===== src/rtl/cfg_unlock_port.sv =====
module cfg_unlock_port #(
  parameter int          ADDR_W    = 16,
  parameter logic [7:0]  CHIP_ID   = 8'hA3,
  parameter logic [7:0]  KEY_ENTER = 8'h87,
  parameter logic [7:0]  KEY_EXIT  = 8'hAA,
  parameter logic [7:0]  DEV_INDEX = 8'h07,
  parameter logic [7:0]  ID_INDEX  = 8'h20,
  parameter int          BASE_LO   = 'h2E,
  parameter int          BASE_HI   = 'h4E
) (
  input  logic              clk,
  input  logic              rst_n,
  input  logic              base_alt,
  input  logic [ADDR_W-1:0] bus_addr,
  input  logic              bus_wr,
  input  logic              bus_rd,
  input  logic [7:0]        bus_wdata,
  output logic [7:0]        bus_rdata,
  output logic              reg_wr,
  output logic              reg_rd,
  output logic [7:0]        reg_idx,
  output logic [7:0]        reg_wdata,
  input  logic [7:0]        reg_rdata,
  output logic [7:0]        reg_dev,
  output logic              unlocked
);

  localparam logic [ADDR_W-1:0] LO_IDX = ADDR_W'(BASE_LO);
  localparam logic [ADDR_W-1:0] HI_IDX = ADDR_W'(BASE_HI);
  localparam logic [7:0]        IDLE_RD = 8'hFF;

  logic              unl_q, half_q;
  logic [7:0]        index_q, dev_q;
  logic [ADDR_W-1:0] base;
  logic              idx_hit, dat_hit, idx_wr, dat_wr, dat_rd, local_reg;

  assign base      = base_alt ? HI_IDX : LO_IDX;
  assign idx_hit   = bus_addr == base;
  assign dat_hit   = bus_addr == base + ADDR_W'(1);
  assign idx_wr    = bus_wr & idx_hit;
  assign dat_wr    = bus_wr & dat_hit;
  assign dat_rd    = bus_rd & dat_hit;
  assign local_reg = (index_q == DEV_INDEX) || (index_q == ID_INDEX);

  always_ff @(posedge clk) begin
    if (!rst_n) begin
      unl_q   <= 1'b0;
      half_q  <= 1'b0;
      index_q <= 8'h00;
      dev_q   <= 8'h00;
    end else if (!unl_q) begin
      if (idx_wr && bus_wdata == KEY_ENTER) begin
        unl_q  <= half_q;
        half_q <= ~half_q;
      end else if (idx_wr || dat_wr) begin
        half_q <= 1'b0;
      end
    end else begin
      if (idx_wr) begin
        if (bus_wdata == KEY_EXIT) unl_q <= 1'b0;
        else                       index_q <= bus_wdata;
      end
      if (dat_wr && index_q == DEV_INDEX) dev_q <= bus_wdata;
    end
  end

  assign unlocked  = unl_q;
  assign reg_wr    = unl_q & dat_wr & ~local_reg;
  assign reg_rd    = unl_q & dat_rd & ~local_reg;
  assign reg_idx   = index_q;
  assign reg_wdata = bus_wdata;
  assign reg_dev   = dev_q;

  always_comb begin
    bus_rdata = IDLE_RD;
    if (unl_q && idx_hit)
      bus_rdata = index_q;
    else if (unl_q && dat_hit) begin
      if (index_q == DEV_INDEX)     bus_rdata = dev_q;
      else if (index_q == ID_INDEX) bus_rdata = CHIP_ID;
      else                          bus_rdata = reg_rdata;
    end
  end

  // locked port never drives the device bus
  p_quiet_locked_r4: assert property (@(posedge clk) disable iff (!rst_n)
    !unlocked |-> (!reg_wr && !reg_rd));

  p_unlock_on_key_r2: assert property (@(posedge clk) disable iff (!rst_n)
    $rose(unlocked) |-> ($past(bus_wr) && $past(bus_wdata) == KEY_ENTER));

  p_exit_key_r5: assert property (@(posedge clk) disable iff (!rst_n)
    (unlocked && idx_wr && bus_wdata == KEY_EXIT) |=> !unlocked);

  p_local_not_forwarded_r8: assert property (@(posedge clk) disable iff (!rst_n)
    (reg_wr || reg_rd) |-> (reg_idx != DEV_INDEX && reg_idx != ID_INDEX));

  p_dev_hold_r8: assert property (@(posedge clk) disable iff (!rst_n)
    !(unlocked && dat_wr && reg_idx == DEV_INDEX) |=> $stable(reg_dev));

  p_locked_reads_ff_r4: assert property (@(posedge clk) disable iff (!rst_n)
    (!unlocked && bus_rd) |-> bus_rdata == 8'hFF);

endmodule


===== config.mk =====
export PLATFORM = sky130hd
export DESIGN_NAME = cfg_unlock_port
export DESIGN_NICKNAME = d
export VERILOG_FILES = /design/src/rtl/cfg_unlock_port.sv
export SDC_FILE = /design/constraint.sdc
export NUM_CORES = 1
export LEC_CHECK = 0
export ABC_AREA = 1
export CAP_MARGIN = 20
export CORE_MARGIN = 4
export CORE_UTILIZATION = 35
export CTS_BUF_LIST = sky130_fd_sc_hd__clkbuf_4 sky130_fd_sc_hd__clkbuf_8 sky130_fd_sc_hd__clkbuf_16
export DETAILED_ROUTE_END_ITERATION = 7
export GPL_ROUTABILITY_DRIVEN = 0
export PLACE_DENSITY_LB_ADDON = 0.3
export SLEW_MARGIN = 20
export SYNTH_ARGS = -nofsm -noshare
export SYNTH_HDL_FRONTEND = slang
export SYNTH_SLANG_ARGS = --single-unit

===== constraint.sdc =====
create_clock -name clk -period 1.3 [get_ports clk]
set_input_delay 0.26 -clock clk [delete_from_list [all_inputs] [get_ports clk]]
set_output_delay 0.26 -clock clk [all_outputs]
set_load 0.01 [all_outputs]

==> results_dict.tcl, run 1 <==
set metrics [dict create \
    timing.final.setup_violations 28 \
    fin_area_sq_um 2930 \
    pwr-share-seq_pct 40.7 \
    slew_headroom_pct 80.3 \
    drv_cap 0 \
    p_leak_nw 1.49 \
    cp.arrival_ns 1.73 \
    antenna_found_initial 0 \
    drive_above_1_share_pct 60.1 \
    clk_pin_slew_ns 0.08 \
    num_vias 2066 \
    outcome "finished with violations" \
    fp.dieH_um 68.8 \
    initial_core_util_pct 37.5 \
    ant_nets 0 \
    seqCellArea_sq_um 373 \
    ys_types 25 \
    report.final.slew_viol_count 0 \
    crit_fanout 5 \
    p_comb_share_pct 24.1 \
    final_cell_mix "buf_4, inv_1, buf_6, nor2_1, dlygate4sd2_1" \
    finalNonFillerCells 382 \
    grt_util_all_layers_pct 26.5 \
    end_kind "primary output" \
    fin_crit_sh_pct 153 \
    cts_tree "built" \
    die-area_sq_um 4730 \
    ios 72 \
    synth_fp_nets 247 \
    async_flop_share_pct 0 \
    fin_skew_ns 0.00461 \
    vdd_drop_max_mv 0.401 \
    grt_pass1_vias 1908 \
    synth_area_per_cell_sq_um 6.15 \
    synth_top_area_share_pct 27.9 \
    period_needed_ns 1.99 \
    worst-setup-path-type "flop to primary output" \
    post_drt_wl_per_cell_um 19.4 \
    dr.pass1.iters 5 \
    holdWs_ns 0.455 \
    die_w_um 68.8 \
    cts_htree_levels 1 \
    finalHoldViolations 0 \
    post_dp_cell_area_sq_um 2380 \
    clock-sinks 18 \
    clk_path_buf_depth 2 \
    avgViaCountPerCell 5.41 \
    final_common_cell "buf_4" \
    synth_area_leaders "dfxtp_1, nor2_1, nand2_1" \
    grt_first_pass_wirelength_um 9290 \
    syn-cell-area_sq_um 1290 \
    diodes 0 \
    dp_hpwl_um 3740 \
    crit_chain "buf_6 > nor2_4 > nand4_1 > nand2_2 > o22ai_2 > a22oi_1 > buf_2" \
    min_path_type "input pin to flop" \
    synth_cells 210 \
    final_nets 374 \
    cp-start-kind "flop" \
    overflow 0 \
    setup_slack_ns -0.689 \
    yosys_most_used_dff "dfxtp_1" \
    drc_errors 0 \
    pre_cts_ws_ns -1.08 \
    n_fill_cell 185 \
    fin_util_pct 85.1 \
    dpl.cell_count 362 \
    synth_edf_count 0 \
    port_buffers 71 \
    tightestPinTransition_ns 0.294 \
    root_buffer "clkbuf_8" \
    grt_max_degree 19 \
    ys_warn_count 0 \
    ys_seq_area_share_pct 27.9 \
    switching_share_pct 26.6 \
    yosysTopAreaCell "dfxtp_1" \
    p_int_mw 0.991 \
    fp.coreArea_sq_um 3440 \
    pwr-share-clk_pct 35.2 \
    numCtsBuffers 3 \
    cts_hold_buf 0 \
    worstPathRequired_ns 1.04 \
    finalSetupTns_ns -9.83 \
    max_freq_mhz 503 \
    violations "negative setup slack" \
    multiInputGateArea_sq_um 1160 \
    drt_iter0_drc 167 \
    ys_ff_latch 18 \
    crit_slowest_cell "dfxtp_2" \
    p_sw_mw 0.360 \
    rsz0062_at_grt "yes" \
    rows 21 \
    power_mw 1.35 \
    syn2layout_area_growth_pct 127 \
    p_per_area_nw_per_um2 461 \
    drt_wl_total_um 7400 \
    critPathMaxStageDelay_ns 0.34 \
    insertion_delay_ns 0.26 \
]
[routing by layer]
layer	up-vias	GRT usage, %	wire (um)
met3	37	4.54	663
li1	904	-	-
met4	0	10.5	357
met5	-	0	0
met1	972	29.8	2750
met2	153	49.1	3630
[path summary, 6_finish.rpt]
check | from | end | cells past startpoint | slack [ns]
worst max-delay path | reg_idx[1] | bus_rdata[7] | 7 | -0.69
worst max register to register | reg_idx[2] | reg_dev[4] | 10 | -0.38
worst min register to register | half_q | half_q | 2 | 0.49
worst min-delay path | bus_wdata[4] | reg_dev[4] | 4 | 0.46
[sequential cells by signal, indices dropped and copies added (netlist names)]
| register | flops |
|---|---|
| reg_dev | 8 |
| reg_idx | 8 |
| half_q | 1 |
| unlocked | 1 |
[power by group through the flow]
stage | clock network, mW | logic [mW] | registers (mW)
final | 0.475 | 0.326 | 0.550
after global placement | 0 | 0.260 | 0.564
after floorplan | 0 | 0.0785 | 0.564
after CTS | 0.467 | 0.282 | 0.551
after global routing | 0.500 | 0.339 | 0.550
after detailed placement | 0 | 0.265 | 0.564
[critical path: cells and delay by family (launching register included)]
kind / cells / cell delay [ns]
flops: 1 / 0.34
buf+inv: 2 / 0.32
simple gates: 3 / 0.49
compound gates: 2 / 0.33
[synthesized netlist by cell type (3+ instances only)]
master,instances
nor2_1,56
nand2_1,45
inv_1,26
dfxtp_1,18
nand3_1,13
buf_4,8
a21oi_1,5
a22oi_1,4
nor2_2,4
o21ai_1,4
o22ai_1,4
inv_2,3
[logic make-up after synthesis]
logic type / after synthesis / synth area share [%]
AOI/OAI and AO/OA: 19 / 8.91
buffers and inverters: 42 / 16.5
and+or+nand+nor: 131 / 46.8
DFF: 18 / 27.9
[area by class of cell]
cell class	instances	area share, %
clock buffer	4	1.88
inverter	29	3.89
multi-input combinational	152	39.7
sequential	18	12.7
tap	46	1.96
timing repair buffer	133	39.8
[timing repair]
item                                    CTS  global route
gates resized for setup                 212            70
hold endpoints to repair                  0             0
cloned                                    2             0
pin swaps                                36            27
setup buffers                            12             6
endpoints found under the setup margin   53            36
No activity file was read; power rests on OpenSTA's default activity.
==> inputs of run 2 (changes only) <==
CORE_MARGIN = default   (was 4)
==> run 2 against run 1 <==
Clock skew is 0.0033 ns higher. Count of clock-buffer cells in the layout unchanged. Total power decreased by 1.5%. Die area down 17%. Hold slack got worse by 0.023 ns. Combinational power fell by 5%. Sequential share of layout area up 0.42 points. Sequential power barely moved. Non-clock buffer count stayed put. Critical path type unchanged. Wire length is 14% lower. Register-to-register slack better by 0.05 ns. The run still ends with negative setup slack left.
==> results_dict.tcl, run 2 (synthesis results as in run 1) <==
set metrics [dict create \
    final_cell_mix "buf_4, nor2_1, nand2_1, dlygate4sd2_1, inv_1" \
    diodes 0 \
    rows 21 \
    numCtsBuffers 3 \
    dr.pass1.iters 4 \
    cts_tree "built" \
    fp.coreArea_sq_um 3440 \
    clock-sinks 18 \
    violations "negative setup slack" \
    outcome "finished with violations" \
    crit_slowest_cell "dfxtp_1" \
    cp-start-kind "flop" \
    holdWs_ns 0.432 \
    dr_wl_met3_um 433 \
    fp.dieH_um 62.8 \
    die_w_um 62.8 \
    grt_pass1_vias 1880 \
    worstPathRequired_ns 1.04 \
    p_per_area_nw_per_um2 474 \
    crit_fanout 6 \
    r2r-start "reg_idx[2]" \
    ant_nets 0 \
    post_dp_cell_area_sq_um 2410 \
    worst-r2r-cell-count 10 \
    antenna_found_initial 0 \
    final_common_cell "buf_4" \
    fin_skew_ns 0.00795 \
    drc_errors 0 \
    drt_iter0_drc 101 \
    crit_chain "nor2_1 > nand4_1 > nand2_2 > o22ai_1 > a22oi_1 > buf_2" \
    avgViaCountPerCell 5.18 \
    end_kind "primary output" \
    wl_met1_um 2380 \
    final_nets 374 \
    top_layer_used "met4" \
    drive_above_1_share_pct 55.7 \
    rsz0062_at_grt "yes" \
    grt_util_all_layers_pct 27.8 \
    wl_met2_um 3290 \
    fin_crit_sh_pct 148 \
    rrSetupSlack_ns -0.33 \
    drt_wl_total_um 6350 \
    critPathMaxStageDelay_ns 0.32 \
    num_vias 1980 \
    insertion_delay_ns 0.25 \
    max_freq_mhz 519 \
    critPathCapture "bus_rdata[1]" \
    finalSetupTns_ns -10.07 \
    report.final.slew_viol_count 0 \
    timing.final.setup_violations 26 \
    port_buffers 71 \
    post_drt_wl_per_cell_um 16.6 \
    overflow 0 \
    dp_hpwl_um 3440 \
    vdd_drop_max_mv 0.469 \
    worst-setup-path-type "flop to primary output" \
    cts_hold_buf 0 \
    min_path_type "input pin to flop" \
    initial_core_util_pct 37.5 \
    ios 72 \
    finalNonFillerCells 382 \
    tightestPinTransition_ns 0.294 \
    drv_cap 0 \
    startpoint "reg_idx[3]" \
    grt_first_pass_wirelength_um 8650 \
    syn2layout_area_growth_pct 117 \
    setup_slack_ns -0.625 \
    p_leak_nw 1.47 \
    rr_endpoint "reg_dev[0]" \
    period_needed_ns 1.93 \
    clk_path_buf_depth 2 \
    n_fill_cell 207 \
    dpl.cell_count 366 \
    cts_htree_levels 1 \
    fin_area_sq_um 2810 \
    cp.arrival_ns 1.67 \
    root_buffer "clkbuf_8" \
    die-area_sq_um 3940 \
    slew_headroom_pct 80.4 \
    grt_max_degree 19 \
    finalHoldViolations 0 \
    clk_pin_slew_ns 0.08 \
]
## run 2: changes by cell type in the layout (fill, tap and decap cells not counted), sizes merged
cell / change
buf: -4
clkdlybuf4s15: +2
dlygate4sd2: +2
clkbuf: +1
dlymetal6s2s: -1
## run 2: critical path: cells and delay by family, from the launching register on
family	cells	cell delay (ns)
buffers and inverters	1	0.18
AND/OR/NAND/NOR	3	0.61
AO/OA/AOI/OAI	2	0.30
flip-flops	1	0.32
## run 2: cell type report
type                            instances  area [sq um]  share of cell area, %
Multi-Input combinational cell        152          1070                   38.2
Tap cell                               46          57.6                   2.05
Clock buffer                            4          55.1                   1.96
Inverter                               29           111                   3.97
Sequential cell                        18           369                   13.1
Timing Repair Buffer                  133          1140                   40.7
## run 2: through the flow
step           power, mW  setup WS, ns  utilization [%]
2_1_floorplan      0.642        -0.188                -
3_3_place_gp       0.820        -0.988             70.0
3_5_place_dp       0.825         -1.06             70.0
4_1_cts             1.29        -0.497             77.9
5_1_grt             1.36        -0.688             81.6
6_report            1.33        -0.625             81.6
## run 2: repair_timing
action,in CTS,in global routing
gates cloned,2,0
pin swaps,40,15
endpoints found under the setup margin,53,36
buffers inserted,8,5
gates resized for setup,197,46
## run 2: metal layers
layer	vias up	GRT usage [%]
li1	909	-
met1	933	30.8
met2	110	51.1
met3	28	6.20
met4	0	10.2
met5	-	0
## run 2: power breakdown
part | switching (mW) | internal, mW | total [mW]
Clock | 0.201 | 0.269 | 0.470
Sequential | 0.0000000000000209 | 0.551 | 0.551
Combinational | 0.142 | 0.169 | 0.311
## run 2: how the worst min path moves through the flow
stage                            start          to  slack, ns  cells past startpoint
after floorplan           bus_wdata[1]  reg_idx[1]       0.38                      2
after global placement          half_q      half_q       0.46                      2
after CTS                 bus_wdata[3]  reg_idx[3]       0.42                      3
after detailed placement        half_q      half_q       0.47                      2
final                     bus_wdata[4]  reg_dev[4]       0.43                      4
after global routing      bus_wdata[3]  reg_idx[3]       0.45                      3
==> inputs of run 3 (changes only) <==
HOLD_SLACK_MARGIN = 0.1   (was default)
SLEW_MARGIN = 40   (was 20)
==> results of run 3 <==
The final DEF is identical to that of run 2; final timing and power are the same.
